===== src/rtl/pbr_pkg.sv =====
package pbr_pkg;
    typedef enum logic [1:0] {
        PH_IDLE   = 2'd0,
        PH_SETUP  = 2'd1,
        PH_STROBE = 2'd2,
        PH_HOLD   = 2'd3
    } phase_e;

    localparam int REG_STAGE = 0;
    localparam int REG_GO_WR = 1;
    localparam int REG_RDBK  = 2;
    localparam int REG_GO_RD = 3;
    localparam int REG_STAT  = 4;

    localparam int RS_BIT   = 24;
    localparam int GO_BIT   = 0;
    localparam int SEL_BIT  = 1;
    localparam int BUSY_BIT = 1;
endpackage


===== src/rtl/pbr_regs.sv =====
module pbr_regs
    import pbr_pkg::*;
#(
    parameter int AW   = 3,
    parameter int DB_W = 18
) (
    input  logic            clk,
    input  logic            rst_n,
    input  logic            bus_we,
    input  logic [AW-1:0]   bus_addr,
    input  logic [31:0]     bus_wdata,
    output logic [31:0]     bus_rdata,
    input  logic            busy,
    input  logic            smp_en,
    input  logic [DB_W-1:0] pnl_db_i,
    output logic            go,
    output logic            go_rd,
    output logic            go_sel,
    output logic            go_rs,
    output logic [DB_W-1:0] go_data
);
    typedef struct packed {
        logic [31:0]     stage;
        logic            rd_rs;
        logic [DB_W-1:0] sample;
    } regs_t;

    regs_t r_d, r_q;
    logic  hit_wr, hit_rd;

    always_comb begin
        r_d    = r_q;
        hit_wr = bus_we && (bus_addr == AW'(REG_GO_WR)) && bus_wdata[GO_BIT] && !busy;
        hit_rd = bus_we && (bus_addr == AW'(REG_GO_RD)) && bus_wdata[GO_BIT] && !busy;
        if (bus_we && (bus_addr == AW'(REG_STAGE))) r_d.stage = bus_wdata;
        if (bus_we && (bus_addr == AW'(REG_RDBK)))  r_d.rd_rs = bus_wdata[RS_BIT];
        if (smp_en) r_d.sample = pnl_db_i;
        go      = hit_wr || hit_rd;
        go_rd   = hit_rd;
        go_sel  = bus_wdata[SEL_BIT];
        go_rs   = hit_rd ? r_q.rd_rs : r_q.stage[RS_BIT];
        go_data = r_q.stage[DB_W-1:0];
    end

    always_comb begin
        bus_rdata = '0;
        if (bus_addr == AW'(REG_STAGE)) begin
            bus_rdata = r_q.stage;
        end else if (bus_addr == AW'(REG_RDBK)) begin
            bus_rdata[DB_W-1:0] = r_q.sample;
            bus_rdata[RS_BIT]   = r_q.rd_rs;
        end else if (bus_addr == AW'(REG_STAT)) begin
            bus_rdata[BUSY_BIT] = busy;
        end
    end

    always_ff @(posedge clk or negedge rst_n) begin
        if (!rst_n) r_q <= '0;
        else        r_q <= r_d;
    end

    // the capture edge stores the panel value present at that edge
    p_capture_r7: assert property (@(posedge clk) disable iff (!rst_n)
        smp_en |=> (r_q.sample == $past(pnl_db_i)));
endmodule


===== src/rtl/pbr_seq.sv =====
module pbr_seq
    import pbr_pkg::*;
#(
    parameter int DB_W = 18,
    parameter int T_SU = 2,
    parameter int T_PW = 3,
    parameter int T_HD = 1
) (
    input  logic            clk,
    input  logic            rst_n,
    input  logic            go,
    input  logic            go_rd,
    input  logic            go_sel,
    input  logic            go_rs,
    input  logic [DB_W-1:0] go_data,
    output logic            busy,
    output logic            smp_en,
    output phase_e          ph,
    output logic            cyc_rd,
    output logic            cyc_sel,
    output logic            cyc_rs,
    output logic [DB_W-1:0] cyc_data
);
    localparam int SU_C = (T_SU < 1) ? 1 : ((T_SU > 15) ? 15 : T_SU);
    localparam int PW_C = (T_PW < 1) ? 1 : ((T_PW > 15) ? 15 : T_PW);
    localparam int HD_C = (T_HD < 1) ? 1 : ((T_HD > 15) ? 15 : T_HD);
    localparam logic [3:0] SU_L = 4'(SU_C - 1);
    localparam logic [3:0] PW_L = 4'(PW_C - 1);
    localparam logic [3:0] HD_L = 4'(HD_C - 1);

    typedef struct packed {
        phase_e          ph;
        logic [3:0]      cnt;
        logic            rd;
        logic            sel;
        logic            rs;
        logic [DB_W-1:0] data;
    } seq_t;

    seq_t s_d, s_q;

    always_comb begin
        s_d    = s_q;
        smp_en = 1'b0;
        unique case (s_q.ph)
            PH_IDLE: begin
                if (go) begin
                    s_d.ph   = PH_SETUP;
                    s_d.cnt  = SU_L;
                    s_d.rd   = go_rd;
                    s_d.sel  = go_sel;
                    s_d.rs   = go_rs;
                    s_d.data = go_data;
                end
            end
            PH_SETUP: begin
                if (s_q.cnt == 4'd0) begin
                    s_d.ph  = PH_STROBE;
                    s_d.cnt = PW_L;
                end else begin
                    s_d.cnt = s_q.cnt - 4'd1;
                end
            end
            PH_STROBE: begin
                if (s_q.cnt == 4'd0) begin
                    s_d.ph  = PH_HOLD;
                    s_d.cnt = HD_L;
                    smp_en  = s_q.rd;
                end else begin
                    s_d.cnt = s_q.cnt - 4'd1;
                end
            end
            PH_HOLD: begin
                if (s_q.cnt == 4'd0) s_d.ph = PH_IDLE;
                else                 s_d.cnt = s_q.cnt - 4'd1;
            end
            default: s_d.ph = PH_IDLE;
        endcase
    end

    always_ff @(posedge clk or negedge rst_n) begin
        if (!rst_n) s_q <= '{ph: PH_IDLE, default: '0};
        else        s_q <= s_d;
    end

    assign busy     = (s_q.ph != PH_IDLE);
    assign ph       = s_q.ph;
    assign cyc_rd   = s_q.rd;
    assign cyc_sel  = s_q.sel;
    assign cyc_rs   = s_q.rs;
    assign cyc_data = s_q.data;

    // once a cycle runs, its target, direction and RS level stay fixed until idle
    p_target_fixed_r8: assert property (@(posedge clk) disable iff (!rst_n)
        (s_q.ph != PH_IDLE) |=> (s_q.ph == PH_IDLE) ||
            ($stable(s_q.sel) && $stable(s_q.rs) && $stable(s_q.rd)));

    // the strobe phase is always entered from the setup phase
    p_setup_first_r5: assert property (@(posedge clk) disable iff (!rst_n)
        $rose(s_q.ph == PH_STROBE) |-> ($past(s_q.ph) == PH_SETUP));
endmodule


===== src/rtl/pbr_pins.sv =====
module pbr_pins
    import pbr_pkg::*;
#(
    parameter int DB_W  = 18,
    parameter int N_PNL = 2
) (
    input  logic             clk,
    input  logic             rst_n,
    input  phase_e           ph,
    input  logic             cyc_rd,
    input  logic             cyc_sel,
    input  logic             cyc_rs,
    input  logic [DB_W-1:0]  cyc_data,
    output logic [N_PNL-1:0] pnl_cs_n,
    output logic             pnl_rs,
    output logic             pnl_wr_n,
    output logic             pnl_rd_n,
    output logic [DB_W-1:0]  pnl_db_o,
    output logic             pnl_db_oe
);
    logic active;

    assign active = (ph != PH_IDLE);

    for (genvar g = 0; g < N_PNL; g++) begin : g_cs
        assign pnl_cs_n[g] = !(active && (cyc_sel == 1'(g)));
    end

    always_comb begin
        pnl_rs    = active ? cyc_rs : 1'b1;
        pnl_wr_n  = !((ph == PH_STROBE) && !cyc_rd);
        pnl_rd_n  = !((ph == PH_STROBE) && cyc_rd);
        pnl_db_oe = active && !cyc_rd;
        pnl_db_o  = pnl_db_oe ? cyc_data : '0;
    end

    // never both strobes low
    p_one_strobe_r9: assert property (@(posedge clk) disable iff (!rst_n)
        !(!pnl_wr_n && !pnl_rd_n));

    // never more than one panel selected
    p_one_cs_r9: assert property (@(posedge clk) disable iff (!rst_n)
        $countones(~pnl_cs_n) <= 1);

    // bus released while the read strobe is low
    p_release_r6: assert property (@(posedge clk) disable iff (!rst_n)
        !pnl_rd_n |-> !pnl_db_oe);

    // a strobe is only low inside a selected cycle
    p_cs_cover_r5: assert property (@(posedge clk) disable iff (!rst_n)
        (!pnl_wr_n || !pnl_rd_n) |-> (pnl_cs_n != '1));
endmodule


===== src/rtl/pbr_bridge.sv =====
module pbr_bridge
    import pbr_pkg::*;
#(
    parameter int AW   = 3,
    parameter int DB_W = 18,
    parameter int T_SU = 2,
    parameter int T_PW = 3,
    parameter int T_HD = 1
) (
    input  logic            clk,
    input  logic            rst_n,
    input  logic            bus_we,
    input  logic [AW-1:0]   bus_addr,
    input  logic [31:0]     bus_wdata,
    output logic [31:0]     bus_rdata,
    output logic [1:0]      pnl_cs_n,
    output logic            pnl_rs,
    output logic            pnl_wr_n,
    output logic            pnl_rd_n,
    output logic [DB_W-1:0] pnl_db_o,
    output logic            pnl_db_oe,
    input  logic [DB_W-1:0] pnl_db_i
);
    logic            busy, smp_en, go, go_rd, go_sel, go_rs;
    logic [DB_W-1:0] go_data, cyc_data;
    logic            cyc_rd, cyc_sel, cyc_rs;
    phase_e          ph;

    pbr_regs #(.AW(AW), .DB_W(DB_W)) u_regs (
        .clk(clk), .rst_n(rst_n), .bus_we(bus_we), .bus_addr(bus_addr),
        .bus_wdata(bus_wdata), .bus_rdata(bus_rdata), .busy(busy),
        .smp_en(smp_en), .pnl_db_i(pnl_db_i), .go(go), .go_rd(go_rd),
        .go_sel(go_sel), .go_rs(go_rs), .go_data(go_data)
    );

    pbr_seq #(.DB_W(DB_W), .T_SU(T_SU), .T_PW(T_PW), .T_HD(T_HD)) u_seq (
        .clk(clk), .rst_n(rst_n), .go(go), .go_rd(go_rd), .go_sel(go_sel),
        .go_rs(go_rs), .go_data(go_data), .busy(busy), .smp_en(smp_en),
        .ph(ph), .cyc_rd(cyc_rd), .cyc_sel(cyc_sel), .cyc_rs(cyc_rs),
        .cyc_data(cyc_data)
    );

    pbr_pins #(.DB_W(DB_W), .N_PNL(2)) u_pins (
        .clk(clk), .rst_n(rst_n), .ph(ph), .cyc_rd(cyc_rd), .cyc_sel(cyc_sel),
        .cyc_rs(cyc_rs), .cyc_data(cyc_data), .pnl_cs_n(pnl_cs_n),
        .pnl_rs(pnl_rs), .pnl_wr_n(pnl_wr_n), .pnl_rd_n(pnl_rd_n),
        .pnl_db_o(pnl_db_o), .pnl_db_oe(pnl_db_oe)
    );
endmodule


===== config.mk =====
export PLATFORM = sky130hd
export DESIGN_NAME = pbr_bridge
export DESIGN_NICKNAME = d
export VERILOG_FILES = /design/src/rtl/pbr_pkg.sv /design/src/rtl/pbr_regs.sv /design/src/rtl/pbr_seq.sv /design/src/rtl/pbr_pins.sv /design/src/rtl/pbr_bridge.sv
export SDC_FILE = /design/constraint.sdc
export NUM_CORES = 1
export LEC_CHECK = 0
export BUFFER_PORTS_ARGS = -buffer_cell sky130_fd_sc_hd__buf_2
export CORE_ASPECT_RATIO = 0.6
export CORE_MARGIN = 4
export CORE_UTILIZATION = 30
export DETAILED_ROUTE_END_ITERATION = 12
export PLACE_DENSITY = 0.56
export SYNTH_ARGS = -nofsm -noshare
export SYNTH_HDL_FRONTEND = slang
export SYNTH_SLANG_ARGS = --single-unit

===== constraint.sdc =====
create_clock -name clk -period 1.9 [get_ports clk]
set_clock_uncertainty 0.05 [all_clocks]
set_input_delay 0.475 -clock clk [delete_from_list [all_inputs] [get_ports clk]]
set_output_delay 0.475 -clock clk [all_outputs]
set_load 0.02 [all_outputs]

==> results of run 1 <==
## flip-flops by register name (all words and copies together) (netlist names)
| name | count |
|---|---|
| u_regs.r_q | 33 |
| u_regs.go_data | 18 |
| u_seq.cyc_data | 18 |
| u_seq.s_q | 4 |
| u_seq.ph | 2 |
| u_seq.cyc_rd | 1 |
| u_seq.cyc_rs | 1 |
| u_seq.cyc_sel | 1 |
## stage by stage
stage / utilization / instances / total power, mW
2_1_floorplan: - / 270 / 4.33
3_3_place_gp: 0.389 / 560 / 5.34
3_5_place_dp: 0.389 / 560 / 5.40
4_1_cts: 0.459 / 593 / 7.89
5_1_grt: 0.476 / 595 / 8.52
6_report: 0.476 / 595 / 8.07
## power by group
group          internal (mW)  switching [mW]  leakage (nW)  total, mW
registers               2.26           0.392         0.970       2.65
clock network           1.07           0.699         0.147       1.77
logic                   2.13            1.52          1.66       3.65
## worst paths after layout
check                               start           endpoint  slack (ps)  depth (start not counted)
max                           u_seq.ph[1]       pnl_db_o[12]        -170                          6
min                                 rst_n  u_seq.cyc_data[4]          90                          2
max reg2reg                 u_seq.s_q[22]        u_seq.ph[1]         -30                          6
min reg2reg                u_regs.r_q[40]     u_regs.r_q[40]         440                          1
max in group asynchronous           rst_n      u_regs.r_q[0]        1330                          2
min in group clk            bus_wdata[29]     u_regs.r_q[48]         310                          2
## layout make-up
type                            instances  area (µm²)
Clock buffer                           11         243
Clock inverter                          5        63.8
Fill cell                            1116        6350
Inverter                                6        27.5
Multi-Input combinational cell        172        1820
Sequential cell                        78        1950
Tap cell                              165         206
Timing Repair Buffer                  158        1440
## worst max-delay path, cell delays in order, from the launching register on
cell	delay [ps]
dfrtp_1	390
inv_2	90
ha_4	210
nor2_4	50
buf_12	150
and2_1	160
buf_4	150
## cells by family after synthesis
kind of cell	Yosys count	share of synthesized area
buffers and inverters	20	0.0366
AND/OR/NAND/NOR	61	0.112
multiplexers	73	0.238
adder cells (fa/ha/maj)	6	0.0202
AO/OA/AOI/OAI	32	0.0689
flip-flops	78	0.524
## layer usage
layer	wire [µm]	track usage
met1	5450	0.214
met2	4380	0.208
met3	683	0.0511
met4	53	0.0292
met5	0	0
## layout by cell type (no fill, tap or decap), types with 2 or more instances in the layout
cell / instances
nand3_1: 3
and2_1: 15
nand2_1: 2
ha_1: 3
nor3_1: 2
buf_4: 35
nor2_1: 2
mux2_1: 5
ha_4: 2
buf_6: 54
buf_12: 10
a22o_1: 18
and2_4: 16
o21ai_0: 3
mux2_2: 32
inv_6: 4
buf_2: 54
dfrtp_1: 78
buf_8: 3
or2_4: 3
nand2b_1: 3
clkbuf_16: 10
inv_2: 4
mux2_4: 35
## synth_stat cells, drive strengths merged, types with 4 or more instances
master,count,area (µm²)
dfrtp,78,1950
and2,32,200
ha,6,75.1
mux2,72,878
nand2b,4,25.0
nor2,4,31.3
buf,9,95.1
inv,6,22.5
clkbuf,5,18.8
a22o,18,158
## timing repair
action	4_1_cts	5_1_grt
pin swaps	7	20
buffers inserted	14	6
hold endpoints to repair	0	0
cloned	3	1
setup endpoints to repair	72	75
resized for setup	101	73
==> metrics.cfg, run 1 <==
[status]
status = finished, violations left
violations = negative setup slack

[placement]
pre_cts_ws_ps = -82.9
dp_hpwl_um = 6790
gp_congestion = 0.740
post_dp_cell_area_um2 = 4710
port_buffers = 111

[sta]
setup_violations = 43
period_share = 1.09
max-slew-margin-rel = 0.692
rsz0062_at_grt = yes
fmax_mhz = 483
maxSlewViolCount = 0
hold_viol_final = 0
min_period_ps = 2070
setup_slack_ps = -172
tightest_slew_ps = 456
whs_ps = 92.2
fin_tns_setup_ps = -3740

[yosys]
async_flop_share = 1.00
yosys_register_bits = 78
syn_area_um2 = 3720
synth-seq-area-share = 0.524
postSynthCellCount = 270
synth_edf_count = 0
yosysUniqueCellTypes = 43
ys_warn_count = 0
synth-main-ff-cell = dfrtp_1
syn_area_per_cell_um2 = 13.8
synth_nets = 332

[die]
die_x_um = 152
start_util = 0.308
coreArea_um2 = 12100
rows = 31
pin_count = 112
dieHeight_um = 94.3
die_area_um2 = 14300

[clock_network]
cts_sinks = 78
clk_latency_ps = 330
holdBufCountCts = 0
cts_tree = built
root_buffer = clkbuf_16
cts.path.max_buffers = 2
cts-htree-levels = 3
numCtsBuffers = 9
path_clk_slew_ps = 60

[power_and_ir_drop]
powerDensity_nw_per_um2 = 1400
peakVddDrop_v = 0.000518
leakage_nw = 2.78

[hold_path]
hp-class = in2async

[worst_setup_path]
critPathMaxFanout = 16
cp_data_required_time_ps = 1370
cp-start-kind = flop
critPathKind = reg2out
cp.arrival_ps = 1550
end_kind = output pin

[grt]
first_global_vias = 2927
grt_pass1_wl_um = 16300
grt_usage = 0.146
grt_max_degree = 79
gr-total-overflow = 0
grt_antenna_before_repair = 0

[detailed_routing]
drt_iter0_drc = 118
drt-total-wl_um = 10600
wl_per_cell_um = 17.8
num_vias = 2769
drc_errors = 0
ant_nets = 0
drt-pass1-iter-count = 6
via_per_inst = 4.65

[run]
drv_cap = 0

[finish]
num-nets-final = 487
drive_above_1_share = 0.649
syn_to_final_growth_pct = 54.5
final_area_um2 = 5760
antenna_cells = 0

(Power assumes the default switching activity.)
==> run 2, diff against run 1 <==
--- a/config.mk
+++ b/config.mk
@@ -10,7 +10,7 @@
 export CORE_MARGIN = 4
 export CORE_UTILIZATION = 30
 export DETAILED_ROUTE_END_ITERATION = 12
-export PLACE_DENSITY = 0.56
+export PLACE_DENSITY = 0.54
 export SYNTH_ARGS = -nofsm -noshare
 export SYNTH_HDL_FRONTEND = slang
 export SYNTH_SLANG_ARGS = --single-unit
==> constraint.sdc (replaced) <==
create_clock -name clk -period 2.64 [get_ports clk]
set_clock_uncertainty 0.05 [all_clocks]
set_input_delay 0.66 -clock clk [delete_from_list [all_inputs] [get_ports clk]]
set_output_delay 0.66 -clock clk [all_outputs]
set_load 0.02 [all_outputs]
==> run 2 against run 1 <==
  * The flow now finishes without violations
  * Worst hold slack improved by 150 ps
  * Worst setup slack better by 350 ps
  * Non-clock buffer count down 36
  * Die area is the same
  * Total power is 38% lower
==> metrics.cfg, run 2 (same netlist as run 1, synthesis figures left out) <==
[status]
status = completed

[clock_network]
path_clk_slew_ps = 60  ; about the same
root_buffer = clkbuf_16
ctsResizeCount = 0  ; -100%
holdBufCountCts = 0  ; unchanged
clk_latency_ps = 330  ; about the same
cts.path.max_buffers = 2  ; unchanged
cts-htree-levels = 3  ; unchanged
numCtsBuffers = 9  ; unchanged
cts_sinks = 78  ; unchanged
cts_tree = built
cts_setup_buffers = 0  ; -14

[sta]
whs_ps = 247  ; +155 ps
period_share = 0.931
tightest_slew_ps = 597  ; +142 ps
max-slew-margin-rel = 0.596  ; -0.0955
setup_slack_ps = 181  ; +353 ps
setup_violations = 0  ; -100%
fmax_mhz = 407
maxSlewViolCount = 0  ; unchanged
min_period_ps = 2460
rsz0062_at_grt = no
fin_tns_setup_ps = 0  ; +3740 ps
hold_viol_final = 0  ; unchanged

[placement]
gp_congestion = 0.752  ; +1.6%
pre_cts_ws_ps = 271  ; +354 ps
dp_hpwl_um = 6870  ; +1.2%
dp_cells = 543  ; -3.0%
port_buffers = 111  ; unchanged
post_dp_cell_area_um2 = 4500  ; -4.6%

[die]
die_area_um2 = 14300  ; unchanged
start_util = 0.308  ; unchanged
rows = 31  ; unchanged
die_x_um = 152  ; unchanged
pin_count = 112  ; unchanged
coreArea_um2 = 12100  ; unchanged
dieHeight_um = 94.3  ; unchanged

[run]
drv_cap = 0  ; unchanged

[finish]
largest_register_ff_count = 33  ; unchanged
seq_area_um2 = 1950  ; unchanged
layout_commonest_cell = buf_2
final_area_um2 = 4810  ; -16%
fin_util = 0.398  ; -0.0780
top_register = u_regs.r_q
fill_cells = 1201  ; +7.6%
final_cell_mix = buf_2 (110), dfrtp_1 (78), mux2_2 (49), and2_1 (31)
syn_to_final_growth_pct = 29.2
antenna_cells = 0  ; unchanged
stdcell_count = 559  ; -6.1%
drive_above_1_share = 0.541  ; -0.108
num-nets-final = 451  ; -7.4%
multi_input_area_um2 = 1650  ; -9.5%

[power_and_ir_drop]
peakVddDrop_v = 0.000365  ; -29%
leakage_nw = 2.43  ; -13%
powerDensity_nw_per_um2 = 1040  ; -26%
total_power_mw = 4.99  ; -38%

[detailed_routing]
via_per_inst = 4.56  ; -2.1%
ant_nets = 0  ; unchanged
wl_per_cell_um = 16.4  ; -7.5%
drc_errors = 0  ; unchanged
drt-pass1-iter-count = 4  ; -2
drt_iter0_drc = 96  ; -19%
drt-total-wl_um = 9190  ; -13%
num_vias = 2547  ; -8.0%

[grt]
gr-total-overflow = 0  ; unchanged
grt_usage = 0.134  ; -0.0115
first_global_vias = 2786  ; -4.8%
grt_pass1_wl_um = 15200  ; -7.0%
grt_max_degree = 42  ; -47%
grt_antenna_before_repair = 0  ; unchanged

[hold_path]
hp-class = in2async

[worst_setup_path]
critPathMaxFanout = 19  ; +3
cp-start-kind = flop
cp_data_required_time_ps = 1930  ; +560 ps
end_kind = output pin
startpoint = u_seq.ph[0]
timing.rr.start = u_seq.s_q[21]
critPathKind = reg2out
cp.arrival_ps = 1750  ; +200 ps

==> run 2: changes by cell type in the layout (fill, tap and decap cells not counted), sizes merged <==
cell	delta
clkinv	+3
clkbuf	-2
inv	-3
bufinv	+1
buf	-35
==> run 2: final timing paths <==
path                                endpoint  slack [ps]  depth (start not counted)
hold reg to reg               u_regs.r_q[40]         430                          1
hold / removal             u_regs.go_data[5]         250                          1
setup / recovery                 pnl_db_o[9]         180                          6
max in group asynchronous  u_regs.go_data[0]        1690                          2
min in group clk              u_regs.r_q[40]         430                          1
setup reg to reg               u_regs.r_q[3]         600                          5
==> run 2: critical path, stage by stage (launching register included) <==
cell and delay (ps):
dfrtp_1 400, inv_1 80, ha_1 230, nor2_1 180, buf_12 180, and2_1 170
buf_2 170
==> run 2: report_power, final <==
group          switching, mW  leakage (nW)  internal (mW)  total (mW)
Combinational          0.911          1.31          0.896        1.81
Clock                  0.477         0.152          0.826        1.30
Sequential             0.254         0.970           1.63        1.88
==> run 2: final cells by class <==
class / count / area share
Inverter: 6 / 0.00468
Clock inverter: 6 / 0.0179
Multi-Input combinational cell: 172 / 0.343
Tap cell: 165 / 0.0429
Sequential cell: 78 / 0.406
Clock buffer: 10 / 0.0476
Timing Repair Buffer: 122 / 0.138
==> run 2: routing by layer <==
layer / GRT usage / wire length [µm] / vias to the layer above / share of wire
met4: 0.0292 / 62 / 0 / 0.0067
li1: - / - / 1210 / -
met3: 0.0534 / 668 / 8 / 0.073
met2: 0.189 / 3670 / 88 / 0.40
met1: 0.194 / 4790 / 1241 / 0.52
met5: 0 / 0 / - / 0
